<file path="src/rtl/tlbwb_pkg.sv">
package tlbwb_pkg;
    typedef enum logic [1:0] {
        ST_IDLE = 2'd0,
        ST_REQ  = 2'd1,
        ST_WAIT = 2'd2,
        ST_WB   = 2'd3
    } tlbwb_state_e;
endpackage

</file>
<file path="src/rtl/tlbwb_cam.sv">
module tlbwb_cam #(
    parameter int N  = 8,
    parameter int KW = 8
) (
    input  logic [N-1:0][KW-1:0] keys,
    input  logic [N-1:0]         live,
    input  logic [KW-1:0]        probe,
    output logic [N-1:0]         hits
);
    for (genvar g = 0; g < N; g++) begin : g_cmp
        assign hits[g] = live[g] && (keys[g] == probe);
    end
endmodule

</file>
<file path="src/rtl/tlbwb_pick.sv">
module tlbwb_pick #(
    parameter int N     = 8,
    parameter int IDX_W = $clog2(N)
) (
    input  logic [N-1:0]     vec,
    output logic             any,
    output logic [IDX_W-1:0] idx
);
    always_comb begin
        any = |vec;
        idx = '0;
        for (int i = N - 1; i >= 0; i--) begin
            if (vec[i]) idx = IDX_W'(i);
        end
    end
endmodule

</file>
<file path="src/rtl/tlbwb_bits.sv">
module tlbwb_bits (
    input  logic old_ref,
    input  logic old_dirty,
    input  logic is_write,
    input  logic force_wt,
    output logic new_dirty,
    output logic need_wb
);
    // reference is always set on install; dirty follows the access kind
    assign new_dirty = old_dirty | is_write;
    assign need_wb   = force_wt | ~old_ref | (is_write & ~old_dirty);
endmodule

</file>
<file path="src/rtl/tlb_rd_wb.sv">
module tlb_rd_wb
    import tlbwb_pkg::*;
#(
    parameter int N     = 8,
    parameter int VPN_W = 8,
    parameter int PPN_W = 12,
    parameter int PA_W  = 16
) (
    input  logic             clk,
    input  logic             rst_n,
    input  logic             mode_wt,
    input  logic             lk_valid,
    input  logic             lk_write,
    input  logic [VPN_W-1:0] lk_vpn,
    output logic             lk_ready,
    output logic             rs_valid,
    output logic [PPN_W-1:0] rs_ppn,
    output logic             rq_valid,
    output logic [VPN_W-1:0] rq_vpn,
    input  logic             rq_ready,
    input  logic             fr_valid,
    input  logic [PPN_W+1:0] fr_pte,
    input  logic [PA_W-1:0]  fr_addr,
    output logic             wb_valid,
    input  logic             wb_ready,
    output logic [PA_W-1:0]  wb_addr,
    output logic [PPN_W+1:0] wb_data,
    input  logic             pg_valid,
    input  logic             pg_all,
    input  logic [VPN_W-1:0] pg_vpn
);
    localparam int IDX_W = $clog2(N);
    localparam int PTE_W = PPN_W + 2;

    typedef struct packed {
        tlbwb_state_e                st;
        logic [VPN_W-1:0]            vpn;
        logic                        wr;
        logic                        kill;
        logic                        set_d;
        logic [IDX_W-1:0]            idx;
        logic [IDX_W-1:0]            rr;
        logic [PA_W-1:0]             wb_addr;
        logic [PTE_W-1:0]            wb_data;
        logic                        rs_valid;
        logic [PPN_W-1:0]            rs_ppn;
        logic [N-1:0]                v;
        logic [N-1:0]                db;
        logic [N-1:0][VPN_W-1:0]     ev;
        logic [N-1:0][PPN_W-1:0]     ep;
        logic [N-1:0][PA_W-1:0]      ea;
    } tlbwb_regs_t;

    tlbwb_regs_t r_q, r_d;

    logic [N-1:0]     pg_hits, pmask, live, lk_hits, fl_hits;
    logic             lk_any, fl_any, pg_same;
    logic [IDX_W-1:0] lk_idx, fl_idx, slot;
    logic [PPN_W-1:0] fr_ppn;
    logic             nb_dirty, nb_need;

    assign pmask   = pg_valid ? (pg_all ? {N{1'b1}} : pg_hits) : '0;
    assign live    = r_q.v & ~pmask;
    assign pg_same = pg_valid && (pg_all || (pg_vpn == r_q.vpn));
    assign fr_ppn  = fr_pte[PTE_W-1:2];
    assign slot    = fl_any ? fl_idx : r_q.rr;

    tlbwb_cam #(.N(N), .KW(VPN_W)) u_cam_pg (
        .keys(r_q.ev), .live(r_q.v), .probe(pg_vpn), .hits(pg_hits));
    tlbwb_cam #(.N(N), .KW(VPN_W)) u_cam_lk (
        .keys(r_q.ev), .live(live), .probe(lk_vpn), .hits(lk_hits));
    tlbwb_cam #(.N(N), .KW(VPN_W)) u_cam_fl (
        .keys(r_q.ev), .live(live), .probe(r_q.vpn), .hits(fl_hits));

    tlbwb_pick #(.N(N), .IDX_W(IDX_W)) u_pick_lk (
        .vec(lk_hits), .any(lk_any), .idx(lk_idx));
    tlbwb_pick #(.N(N), .IDX_W(IDX_W)) u_pick_fl (
        .vec(fl_hits), .any(fl_any), .idx(fl_idx));

    tlbwb_bits u_bits (
        .old_ref(fr_pte[0]), .old_dirty(fr_pte[1]), .is_write(r_q.wr),
        .force_wt(mode_wt), .new_dirty(nb_dirty), .need_wb(nb_need));

    always_comb begin
        r_d          = r_q;
        r_d.rs_valid = 1'b0;
        r_d.v        = live;
        case (r_q.st)
            ST_IDLE: begin
                if (lk_valid) begin
                    r_d.vpn  = lk_vpn;
                    r_d.wr   = lk_write;
                    r_d.kill = 1'b0;
                    if (lk_any) begin
                        if (lk_write && !r_q.db[lk_idx]) begin
                            r_d.st      = ST_WB;
                            r_d.idx     = lk_idx;
                            r_d.set_d   = 1'b1;
                            r_d.wb_addr = r_q.ea[lk_idx];
                            r_d.wb_data = {r_q.ep[lk_idx], 2'b11};
                        end else begin
                            r_d.rs_valid = 1'b1;
                            r_d.rs_ppn   = r_q.ep[lk_idx];
                        end
                    end else begin
                        r_d.st = ST_REQ;
                    end
                end
            end
            ST_REQ: begin
                if (pg_same) r_d.kill = 1'b1;
                if (rq_ready) r_d.st = ST_WAIT;
            end
            ST_WAIT: begin
                if (pg_same) r_d.kill = 1'b1;
                if (fr_valid) begin
                    if (r_q.kill || pg_same) begin
                        r_d.kill = 1'b0;
                        r_d.st   = ST_REQ;
                    end else begin
                        if (!fl_any) begin
                            r_d.rr = (r_q.rr == IDX_W'(N - 1)) ? '0 : r_q.rr + 1'b1;
                        end
                        r_d.v[slot]  = 1'b1;
                        r_d.ev[slot] = r_q.vpn;
                        r_d.ep[slot] = fr_ppn;
                        r_d.ea[slot] = fr_addr;
                        r_d.db[slot] = nb_dirty;
                        r_d.idx      = slot;
                        r_d.set_d    = 1'b0;
                        if (nb_need) begin
                            r_d.st      = ST_WB;
                            r_d.wb_addr = fr_addr;
                            r_d.wb_data = {fr_ppn, nb_dirty, 1'b1};
                        end else begin
                            r_d.st       = ST_IDLE;
                            r_d.rs_valid = 1'b1;
                            r_d.rs_ppn   = fr_ppn;
                        end
                    end
                end
            end
            ST_WB: begin
                if (wb_ready) begin
                    if (r_q.set_d) r_d.db[r_q.idx] = 1'b1;
                    r_d.st       = ST_IDLE;
                    r_d.rs_valid = 1'b1;
                    r_d.rs_ppn   = r_q.wb_data[PTE_W-1:2];
                end
            end
            default: r_d.st = ST_IDLE;
        endcase
    end

    always_ff @(posedge clk or negedge rst_n) begin
        if (!rst_n) r_q <= '0;
        else        r_q <= r_d;
    end

    assign lk_ready = (r_q.st == ST_IDLE);
    assign rq_valid = (r_q.st == ST_REQ);
    assign rq_vpn   = r_q.vpn;
    assign wb_valid = (r_q.st == ST_WB);
    assign wb_addr  = r_q.wb_addr;
    assign wb_data  = r_q.wb_data;
    assign rs_valid = r_q.rs_valid;
    assign rs_ppn   = r_q.rs_ppn;
endmodule

</file>
<file path="config.mk">
export PLATFORM = sky130hd
export DESIGN_NAME = tlb_rd_wb
export DESIGN_NICKNAME = d
export VERILOG_FILES = /design/src/rtl/tlbwb_pkg.sv /design/src/rtl/tlbwb_cam.sv /design/src/rtl/tlbwb_pick.sv /design/src/rtl/tlbwb_bits.sv /design/src/rtl/tlb_rd_wb.sv
export SDC_FILE = /design/constraint.sdc
export NUM_CORES = 1
export LEC_CHECK = 0
export CAP_MARGIN = 20
export CORE_MARGIN = 2
export CORE_UTILIZATION = 35
export CTS_CLUSTER_SIZE = 28
export DETAILED_ROUTE_END_ITERATION = 8
export DONT_BUFFER_PORTS = 1
export PLACE_DENSITY = 0.47
export SYNTH_ARGS = -nofsm -noshare
export SYNTH_HDL_FRONTEND = slang
export SYNTH_SLANG_ARGS = --single-unit
</file>
<file path="constraint.sdc">
create_clock -name clk -period 8 [get_ports clk]
set_input_delay 0 -clock clk [delete_from_list [all_inputs] [get_ports clk]]
set_output_delay 0 -clock clk [all_outputs]
set_load 0.005 [all_outputs]
</file>
**Word level (Yosys, flattened, before mapping)**

Cells that the tools add are included.

- Output and inout port bits: 54
- Register bits after elaboration: 366
- Logic and storage cells: 214

- Equal/unequal tests: 41
- Reductions and logical operators: 47
- Bitwise gates (word level): 12
- Order comparisons: 5
- Multiplexer cells: 71
- Add/subtract/negate cells: 1

Operators by type and width:

| operator | number |
|---|---|
| 355-bit two-way mux | 1 |
| 354-bit two-way mux | 1 |
| 8-bit equality test | 25 |
| 128-bit bitwise mux | 1 |
| 96-bit bitwise mux | 1 |
| 43-bit two-way mux | 2 |
| 64-bit bitwise mux | 1 |
| 30-bit two-way mux | 2 |
| 30-bit one-hot mux with 2 select lines | 1 |
| 3-bit two-way mux | 19 |
| 16-bit binary-select mux with 3-bit select | 1 |
| 16-bit demux with 3-bit select | 1 |
| 16-bit two-way mux | 3 |
| 8-bit two-way mux | 6 |
| 13-bit two-way mux | 3 |
| 13-bit one-hot mux with 3 select lines | 1 |
| 12-bit binary-select mux with 3-bit select | 1 |
| 12-bit demux with 3-bit select | 1 |
| 1-bit logical AND | 28 |
| 8-bit demux with 3-bit select | 1 |
| 12-bit two-way mux | 2 |
| 8-bit bitwise OR | 2 |
| 8-bit one-hot mux with 2 select lines | 1 |
| 8-bit OR reduction | 2 |
| other kinds (35) | 70 |

**Longest topological paths before layout**

Gate-level depths: netlist of run 1.

- Depth after elaboration: 24
- Depth in mapped cells: 16
- Gate-level depth less buffers: 11

**Hierarchy**

From an unflattened synthesis of run 1, not the netlist that was laid out.

- Cells, all modules: 1538
- Area, all modules: 20090.5 sq um

By module, submodules not included:

| module | times used | seq. area each (sq um) | cells each | area an instance (sq um) |
|---|---|---|---|---|
| tlb_rd_wb | 1 | 9158.8 | 1197 | 17355.4 |
| tlbwb_cam | 3 | 0.0 | 104 | 850.8 |
| tlbwb_pick | 2 | 0.0 | 13 | 81.3 |
| tlbwb_bits | 1 | 0.0 | 3 | 20.0 |

**Worst setup path after synthesis of run 1**

OpenSTA, ideal clock, no wires.

- Kind: reg-to-reg
- Start point: register r_q[268] in the netlist's numbering
- End point: register r_q[364] in the netlist's numbering
- Setup slack: 4.798 ns
- Cell stages (with the launch flop): 13
- Data required time: 7.872 ns
- Data arrival time: 3.075 ns
- Cell sequence: dfrtp_1 > xor2_1 > nor4_2 > nand2_1 > o2111a_2 > a211o_1 > and2_1 > buf_6 > mux2i_1 > o2111a_2 > o21a_4 > a221o_1 > mux2_1

- Longest elaborated chain between the ends: 19
- Elaborated cells between the ends (all ways): 24
- Those cells by class: 3 x eq/ne; 13 x mux; 2 x bitwise; 6 x reduce/logical

Ends and longest elaborated chain:

| element | RTL line | RTL |
|---|---|---|
| start: declaration | tlb_rd_wb.sv:54 | `tlbwb_regs_t r_q, r_d;` |
| start signal: assignment | tlb_rd_wb.sv:157 | `else r_q <= r_d;` |
| 8-bit equality test | tlbwb_cam.sv:11 | `assign hits[g] = live[g] && (keys[g] == probe);` |
| 1-bit logical AND | tlbwb_cam.sv:11 |  |
| 8-bit two-way mux (2 in series) | tlb_rd_wb.sv:62 | `assign pmask = pg_valid ? (pg_all ? {N{1'b1}} : pg_hits) : '0;` |
| 8-bit inverter | tlb_rd_wb.sv:63 | `assign live = r_q.v & ~pmask;` |
| 8-bit AND | tlb_rd_wb.sv:63 |  |
| 1-bit logical AND (*) | tlbwb_cam.sv:11 |  |
| 3-bit two-way mux (6 in series) | tlbwb_pick.sv:13 | `if (vec[i]) idx = IDX_W'(i);` |
| 1-bit binary-select mux with 3-bit select | tlb_rd_wb.sv:95 | `if (lk_write && !r_q.db[lk_idx]) begin` |
| 1-bit two-way mux (not written as such) | tlb_rd_wb.sv:95 |  |
| 1-bit logical NOT | tlb_rd_wb.sv:95 |  |
| 1-bit logical AND | tlb_rd_wb.sv:95 |  |
| 3-bit by 2-bit inequality test with 1-bit output (no line) | - |  |
| 5-bit AND reduction (no line) | - |  |

Mark *: on every way between the ends. The rest lies on a longest branch, timed or not. The select of a mux whose other input is x is not followed.
A chain may end at the register's enable or synchronous reset.

**Final worst setup path of run 1**

- Start point: register r_q[285] in the netlist's numbering
- End point: register r_q[365] in the netlist's numbering

- Longest elaborated chain between the ends: 21
- Elaborated cells between the ends (all ways): 26
- Those cells by class: 3 x eq/ne; 15 x mux; 2 x bitwise; 6 x reduce/logical

Ends and longest elaborated chain:

| element | RTL line |
|---|---|
| 8-bit equality test | tlbwb_cam.sv:11 |
| 1-bit logical AND | tlbwb_cam.sv:11 |
| 8-bit two-way mux (2 in series) | tlb_rd_wb.sv:62 |
| 8-bit inverter | tlb_rd_wb.sv:63 |
| 8-bit AND | tlb_rd_wb.sv:63 |
| 1-bit logical AND (*) | tlbwb_cam.sv:11 |
| 3-bit two-way mux (8 in series) | tlbwb_pick.sv:13 |
| 1-bit binary-select mux with 3-bit select | tlb_rd_wb.sv:95 |
| 1-bit two-way mux (not written as such) | tlb_rd_wb.sv:95 |
| 1-bit logical NOT | tlb_rd_wb.sv:95 |
| 1-bit logical AND | tlb_rd_wb.sv:95 |
| 3-bit by 2-bit inequality test with 1-bit output (no line) | - |
| 5-bit AND reduction (no line) | - |

Marks and branches as above.

==> out/qor.yml, run 1 <==
critPathTopFamily: "compound AO/OA/AOI/OAI gates"
critical_path.max_stage_delay_ns: 0.69
fin_hold_ws_ns: -0.8204
rsz0062_at_grt: "false"
die_h_um: 246.1
endpoint_kind: "register"
reg2reg_depth: 13
synthesis.area_um2: 20510
numCtsBuffers: 44
vias_per_cell: 5.666
clock-sinks: 366
die_w_um: 246.1
core_um2: 57810
drt_wl_total_um: 64840
grt_pass1_wl_um: 98790
syn2layout_area_growth_pct: 10.17
port_buffers: 0
antenna_found_initial: 6
overflow: 0
drc: 0
hpwl_um: 38960
peakVddDrop_uv: 178.7
critPathLaunch: "r_q[285]"
reg2reg_from: "r_q[285]"
cts_hold_buf: 59
critical_path_depth: 13
cp_num_buf_inv: 3
synth_edf_count: 0
synth.top_cells.by_count: "366 x dfrtp_1, 282 x mux2_2, 102 x xnor2_1"
min_path_type: "in -> async"
nets: 1860
cts_setup_buffers: 0
cp_common_cell: "buf_4"
cts_tree: "built"
cpMaxStageDelayCell: "nor4_1"
synth.avg_cell_area_um2: 11.00
ys.flop_type: "dfrtp_1"
slew_violations: 259
final.fill_count: 5659
power.leakage_nw: 9.793
cap_violations: 0
final_cell_area_um2: 22590
synth.most_common_cell: "dfrtp_1"
drtAntennaViolNets: 0
insertion_delay_ns: 0.59
multi_input_area_um2: 10140
gp_congestion: 0.8476
drive_above_1_share: 0.2402
first_iter_violations: 1142
netlist_top_cells_area: "dfrtp_1 45%, mux2_2 15%, xnor2_1 4.4%"
min_period_ns: 5.243
initial_utilization: 0.3547
period_share: 0.6554
startpoint_type: "register"
place_inst: 2456
setup.worst_path.class: "reg -> reg"
synth_top_area_share: 0.4466
violations: "negative hold slack, max-slew violations"
final-seq-area_um2: 9159
vias: 14700
die-area_um2: 60540
cts-root-buf: "clkbuf_16"
required_ns: 8.46
clk_pin_slew_ns: 0.06
slew_headroom: -0.3435
wl_per_cell_um: 24.99
synth_cells: 1864
timing.fmax_mhz: 190.7
cp_cell_sequence: "xor2_1 -> nor4_1 -> and4_4 -> a211oi_2 -> buf_4 -> o21ai_4 -> buf_4 -> nor3_1 -> o41ai_2 -> o21a_4 -> a221o_1 -> dlygate4sd3_1 -> mux2_1"
syn_nets: 1928
cts_buffer_depth: 3
cp_max_fo: 35
async_reset_ff_frac: 1.000
arrival_ns: 5.70
ios: 110
track_usage: 0.2151
synth_cell_types: 87
worst_clock_skew_ns: 0.02882
status: "finished, violations left"
grt_max_degree: 367
seq_area_frac_synth: 0.4466
finalSetupViolations: 0
ys_ff_latch: 366
drtPass1Iterations: 8
finalHoldViolations: 366
power_density_nw_per_um2: 303.2
cts_resized: 0
yosys_warnings: 0
htreeDepth: 2
fin_util: 0.3908
grt_pass1_vias: 15070
fp-row-count: 88
place_area_um2: 20570
stdcell_count: 2595
worstMarginPinSlew_ns: 2.015
synth_top_area_cell: "dfrtp_1"
totalNegativeSetupSlack_ns: 0
-- registers in the layout, summed over array words and instances (netlist names) --
register,count
r_q,315
rs_valid,1
wb_addr,16
rq_vpn,8
wb_data,14
rs_ppn,12
-- layer usage --
metal	vias to the layer above	GRT usage	part of all wire
li1	6587	-	-
met2	361	0.3407	0.45
met3	102	0.03105	0.047
met1	7648	0.3054	0.47
met4	6	0.05954	0.025
met5	-	0	0.00063
-- layout make-up --
class | instances | share of cell area
timing repair buffer | 87 | 0.03545
tap | 765 | 0.04237
clock buffer | 67 | 0.05788
clock inverter | 11 | 0.005151
inverter | 29 | 0.004819
sequential | 366 | 0.4054
multi-input combinational | 1268 | 0.4487
antenna | 2 | 0.0002215
-- per-stage QoR --
stage | power (mW) | setup slack, ns
3_3_place_gp | 4.785 | 3.299
6_report | 6.848 | 2.757
2_1_floorplan | 4.460 | 4.798
5_1_grt | 7.245 | 2.595
3_5_place_dp | 4.829 | 3.197
4_1_cts | 6.912 | 2.844
-- where the power goes --
part	total (mW)	leakage (nW)	switching [mW]	internal, mW
clock network	1.99	0.701	0.823	1.16
registers	3.01	4.91	0.550	2.46
logic	1.85	4.18	0.916	0.938
total	6.85	9.79	2.29	4.56
-- logic make-up after synthesis --
family / count (synthesis) / share of synthesized area
AOI/OAI and AO/OA: 370 / 0.1286
and+or+nand+nor: 368 / 0.09598
DFF: 366 / 0.4466
adders and majority gates: 8 / 0.004882
buffers and inverters: 230 / 0.06212
muxes: 322 / 0.1760
xor gates and xnor gates: 200 / 0.08579
-- final timing paths --
path | endpoint | slack, ns
max in group asynchronous | r_q[297] | 7.28
worst max-delay path | r_q[365] | 2.76
worst min register to register | r_q[84] | 0.48
worst min-delay path | r_q[20] | -0.82
min in group clk | r_q[296] | 0.04
worst max register to register | r_q[365] | 2.76
-- placed cells by master, fill, tap and decap left out, types with 8 or more instances in the layout --
cell and instances:
a31oi_1 16, or3_1 11, a311oi_1 16, mux2_1 22, and2_1 11, dlygate4sd3_1 59
mux2_2 282, nand3_1 50, xnor2_1 102, buf_4 28, a211oi_1 67, xor2_1 97
a22oi_1 23, mux2i_1 17, inv_1 27, a31o_2 11, o22a_1 13, dfrtp_1 366
a21oi_1 85, o21ai_0 36, nand4_1 24, nor4_1 19, o22ai_1 13, clkbuf_8 12
ha_1 8, nor2_1 36, clkbuf_1 11, nor3_1 37, nand2_1 91, and3_1 38
o211ai_1 25, clkbuf_16 44
-- worst register-to-register path, cell delays in order (launching register included) --
cell and delay [ns]:
dfrtp_1 0.44, xor2_1 0.19, nor4_1 0.69, and4_4 0.37, a211oi_2 0.07, buf_4 0.24, o21ai_4 0.44, buf_4 0.52
nor3_1 0.14, o41ai_2 0.53, o21a_4 0.37, a221o_1 0.21, dlygate4sd3_1 0.58, mux2_1 0.32
No activity file was read; power rests on OpenSTA's default activity.
==> run 2: changes to the inputs <==
- ABC_AREA: unset -> 1
- clock period: 8 -> 5.05 ns (I/O delays scaled with it)
==> run 2 against run 1 <==
The run ends with negative hold slack left. Critical path depth grew 4. Largest power group unchanged. Critical path type unchanged. Combinational power grew 100%. Count of clock-buffer cells in the layout shrank 1. Final cell count grew 29%. Die area shrank 1.5%. Clock skew grew 0.0020 ns. Setup slack lost 2.3 ns.
==> out/qor.yml, run 2 <==
status: "finished, violations left"
violations: "negative hold slack"
fin_hold_ws_ns: -0.8796
synth_cell_types: 55
clock-sinks: 366
antenna_found_initial: 4
synthMuxAreaShare: 0.0005576
setup_slack_ns: 0.4883
cts_buffer_depth: 3
synth_top_family_by_area: "simple AND/OR/NAND/NOR gates"
switching_share: 0.3790
period_share: 0.9033
comb_power_share: 0.308
reg2reg_from: "r_q[254]"
overflow: 0
core_um2: 57370
p_switching_mw: 4.571
cts_hold_buf: 63
worst_clock_skew_ns: 0.03086
setup.worst_path.class: "reg -> reg"
drtAntennaViolNets: 0
endpoint_kind: "register"
cpMaxStageDelayCell: "nor2_1"
dr_wl_met3_um: 4356
largest_reg_flops: 315
fp-row-count: 88
wl_per_cell_um: 22.10
final_cell_area_um2: 22700
nets: 2597
synth_xor_area_frac: 0.05985
async_reset_ff_frac: 1.000
min_period_ns: 4.562
r2r-end: "rs_ppn[1]"
cts_setup_buffers: 0
drt_wl_total_um: 73820
rsz0062_at_grt: "false"
post-place-ws_ns: 0.7177
drc: 0
htreeDepth: 2
synth_cells: 2592
synthesis.area_um2: 20200
arrival_ns: 5.08
cp_cell_sequence: "or2_0 -> nand3_1 -> nor2_1 -> dlygate4sd3_1 -> nand2_1 -> nand2_1 -> a21boi_1 -> nand4_1 -> a31oi_4 -> inv_2 -> nand3_1 -> nand3_2 -> nand4_1 -> nand2_1 -> nor2_1 -> nand2_1 -> nand2_1"
synth_compound_area_frac: 0.1286
highest_layer: "met4"
final.fill_count: 5846
hpwl_um: 45020
first_iter_violations: 1554
mostFrequentLayoutCell: "nand2_1"
port_buffers: 0
yosys_warnings: 0
worstMarginPinSlew_ns: 1.486
ys.flop_type: "dfrtp_1"
timing.fmax_mhz: 219.2
synth_top_area_cell: "dfrtp_1"
required_ns: 5.56
cts_tree: "built"
ios: 110
synthAdderAreaFrac: 0.004956
synth_edf_count: 0
seq_area_frac_synth: 0.4535
track_usage: 0.2474
synth.avg_cell_area_um2: 7.792
insertion_delay_ns: 0.59
regToRegSetupSlack_ns: 0.49
cp_common_cell: "nand2_1"
regMostFlops: "r_q"
critical_path_depth: 17
min_path_type: "in -> async"
syn_nets: 2656
cp_max_fo: 17
die-area_um2: 59640
grt_max_degree: 367
place_area_um2: 20400
critical_path.max_stage_delay_ns: 0.63
totalNegativeSetupSlack_ns: 0
synth.most_common_cell: "nand2_1"
power_density_nw_per_um2: 531.3
numCtsBuffers: 46
ys_ff_latch: 366
startpoint_type: "register"
critPathTopFamily: "simple AND/OR/NAND/NOR gates"
final_cell_mix: "789 x nand2_1, 366 x dfrtp_1, 233 x nand3_1"
p_clk_frac: 0.295
vias: 17810
peakVddDrop_uv: 286.1
intPower_mw: 7.489
pwr-share-seq: 0.397
die_h_um: 244.2
slew_headroom: 0.009259
initial_utilization: 0.3521
m1WireLength_um: 33050
synthSimpleGateAreaFrac: 0.2521
syn2layout_area_growth_pct: 12.39
gp_congestion: 0.9176
slew_violations: 0
reg2reg_depth: 17
dr_wl_met2_um: 33350
synth_top_area_share: 0.4535
finalSetupViolations: 0
power.leakage_nw: 10.74
die_w_um: 244.2
cts-root-buf: "clkbuf_16"
grt_pass1_wl_um: 112600
drive_above_1_share: 0.06887
vias_per_cell: 5.334
synth.top_cells.by_count: "789 x nand2_1, 366 x dfrtp_1, 234 x nand3_1"
clk_pin_slew_ns: 0.06
cap_violations: 0
cp_num_buf_inv: 2
netlist_top_cells_area: "dfrtp_1 45%, nand2_1 15%, nand3_1 5.8%"
grt_pass1_vias: 17720
finalHoldViolations: 366
drtPass1Iterations: 6
-- run 2: what timing repair did --
item	4_1_cts	5_1_grt
endpoints found under the setup margin	0	42
gates resized for setup	0	2
endpoints found under the hold margin	663	366
-- run 2: area by class of cell --
cell class              count  area (um2)  area share
diodes                      5       12.51   0.0005512
repair buffers            103        1001     0.04410
multi-input cells        1780        9042      0.3984
clock inverters            19       197.7    0.008710
clock buffers              66        1440     0.06345
well taps                 765       957.2     0.04217
flip-flops and latches    366        9159      0.4035
inverters                 236       888.4     0.03914
-- run 2: worst max path at each step --
stage | from | endpoint
CTS | r_q[254] | wb_data[8]
floorplan | rq_vpn[0] | r_q[100]
detailed placement | r_q[265] | wb_data[8]
finish | r_q[254] | rs_ppn[1]
global placement | rq_vpn[6] | r_q[107]
global route | r_q[281] | rs_ppn[1]
-- run 2: power by group through the flow --
stage / Clock [mW] / Sequential, mW / Combinational (mW)
after floorplan: 0 / 4.50 / 2.89
after global placement: 0 / 4.79 / 3.57
after detailed placement: 0 / 4.81 / 3.59
after CTS: 3.62 / 4.77 / 3.71
after global routing: 3.73 / 4.91 / 4.20
final: 3.56 / 4.78 / 3.72
-- run 2: logic make-up (layout without fill, tap and decap cells) --
| kind of cell | Yosys count | after routing |
|---|---|---|
| xor gates and xnor gates | 138 | 138 |
| muxes | 1 | 1 |
| AOI/OAI and AO/OA | 447 | 447 |
| other | 0 | 5 |
| buffers and inverters | 446 | 424 |
| DFF | 366 | 366 |
| and+or+nand+nor | 1186 | 1186 |
| adders and majority gates | 8 | 8 |
-- run 2: metal layers --
layer / GRT usage / up-vias
li1: - / 8320
met1: 0.3405 / 8702
met2: 0.3890 / 621
met3: 0.03644 / 171
met4: 0.1040 / 0
met5: 0 / -
-- run 2: per-stage QoR --
stage	total power, mW	std cells	utilization	hold slack, ns
2_1_floorplan	7.385	2592	-	-0.2956
3_3_place_gp	8.358	3186	0.3552	-0.2733
3_5_place_dp	8.407	3187	0.3556	-0.2754
4_1_cts	12.10	3335	0.3952	-0.9115
5_1_grt	12.84	3338	0.3956	-0.8978
6_report	12.06	3340	0.3957	-0.8796
==> run 3: changes to the inputs <==
- HOLD_SLACK_MARGIN: unset -> 0.06
==> run 3 against run 2 <==
The flow still finishes with violations (negative hold slack). Final cell count is essentially flat. Critical endpoint is now wb_data[1]. Sequential power is essentially flat. Critical path depth grew 3. Register-to-register slack is essentially flat. Via count is essentially flat. Non-clock buffer count grew 3.
==> out/qor.yml, run 3 (synthesis results as in run 2) <==
fin_hold_ws_ns: -0.8763
drt_wl_total_um: 73960
nets: 2600
arrival_ns: 5.06
ios: 110
cts_hold_buf: 66
die-area_um2: 59640
reg2reg_from: "r_q[254]"
wl_per_cell_um: 22.12
status: "finished, violations left"
hpwl_um: 45020
core_um2: 57370
drtAntennaViolNets: 0
setup_slack_ns: 0.4938
met3_usage: 0.03797
vias: 17810
period_share: 0.9022
regMostFlops: "r_q"
gp_congestion: 0.9176
cts_tree: "built"
power.leakage_nw: 10.76
port_buffers: 0
busiest_layer: "met2"
final_cell_mix: "789 x nand2_1, 366 x dfrtp_1, 233 x nand3_1"
endpoint_kind: "register"
finalHoldViolations: 366
insertion_delay_ns: 0.59
fp-row-count: 88
grt_max_degree: 367
die_w_um: 244.2
die_h_um: 244.2
place_inst: 3187
clk_pin_slew_ns: 0.06
cts-root-buf: "clkbuf_16"
cp_common_cell: "nand2_1"
critical_path.max_stage_delay_ns: 0.56
use_met2: 0.3885
reg2reg_depth: 20
drc: 0
finalSetupViolations: 0
cap_violations: 0
final_cell_area_um2: 22730
numCtsBuffers: 46
cp_max_fo: 49
met1_usage: 0.3411
fin_total_pwr_mw: 12.06
totalNegativeSetupSlack_ns: 0
cts_buffer_depth: 3
startpoint_type: "register"
critPathLaunch: "r_q[254]"
violations: "negative hold slack"
peakVddDrop_uv: 285.7
overflow: 0
timing.fmax_mhz: 219.5
htreeDepth: 2
cpMaxStageDelayCell: "dlygate4sd3_1"
track_usage: 0.2482
antenna_found_initial: 4
mostFrequentLayoutCell: "nand2_1"
place_area_um2: 20400
min_period_ns: 4.556
cp_num_buf_inv: 2
initial_utilization: 0.3521
slew_violations: 0
drive_above_1_share: 0.06918
endpoint: "wb_data[1]"
rsz0062_at_grt: "false"
clock-sinks: 366
setup.worst_path.class: "reg -> reg"
final.fill_count: 5842
first_iter_violations: 1675
regToRegSetupSlack_ns: 0.49
critical_path_depth: 20
largest_reg_flops: 315
cp_cell_sequence: "or2_0 -> nand3_1 -> nor2_1 -> dlygate4sd3_1 -> nand2_1 -> nand2_1 -> a21boi_1 -> nand4_1 -> nand2_1 -> nand2_1 -> nand2_2 -> nand2_8 -> nand2_1 -> nand3_1 -> nand3_2 -> nand3_4 -> a21oi_4 -> buf_4 -> nand3_1 -> nand2_1"
slew_headroom: 0.01592
min_path_type: "in -> async"
fin_util: 0.3962
syn2layout_area_growth_pct: 12.55
r2r-end: "wb_data[1]"
required_ns: 5.55
vias_per_cell: 5.326
worstMarginPinSlew_ns: 1.476
grt_pass1_wl_um: 112900
stdcell_count: 3343
worst_clock_skew_ns: 0.02854
critPathTopFamily: "simple AND/OR/NAND/NOR gates"
power_density_nw_per_um2: 530.5
post-place-ws_ns: 0.7177
drtPass1Iterations: 6
grt_pass1_vias: 17770
[run 3: cell type report]
cell class | instances | area (um2) | share of cell area
Tap cell | 765 | 957.2 | 0.04211
Clock buffer | 66 | 1440 | 0.06336
Timing Repair Buffer | 106 | 1031 | 0.04536
Multi-Input combinational cell | 1780 | 9045 | 0.3979
Antenna cell | 5 | 12.51 | 0.0005504
Inverter | 236 | 888.4 | 0.03908
Sequential cell | 366 | 9159 | 0.4029
Clock inverter | 19 | 197.7 | 0.008697
[run 3: worst min path at each step]
stage | slack, ns | cells past startpoint | end | startpoint
after CTS | -0.91 | 0 | r_q[268] | rst_n
after global routing | -0.90 | 0 | r_q[268] | rst_n
after floorplan | -0.30 | 0 | r_q[0] | rst_n
after global placement | -0.27 | 0 | r_q[268] | rst_n
final | -0.88 | 0 | r_q[268] | rst_n
after detailed placement | -0.28 | 0 | r_q[266] | rst_n
[run 3: metal layers]
metal,vias up,part of all wire
met5,-,0
met4,0,0.043
met3,178,0.059
met2,604,0.45
met1,8702,0.45
li1,8322,-
[run 3: power breakdown]
part / switching, mW / leakage [nW] / internal (mW)
logic: 2.36 / 5.62 / 1.37
registers: 0.837 / 4.32 / 3.95
clock network: 1.37 / 0.825 / 2.18
total: 4.56 / 10.8 / 7.49
[run 3: timing repair]
action / CTS / global route
hold endpoints to repair: 663 / 366
setup buffers: 0 / 0
gates resized for setup: 0 / 3
setup endpoints to repair: 0 / 42
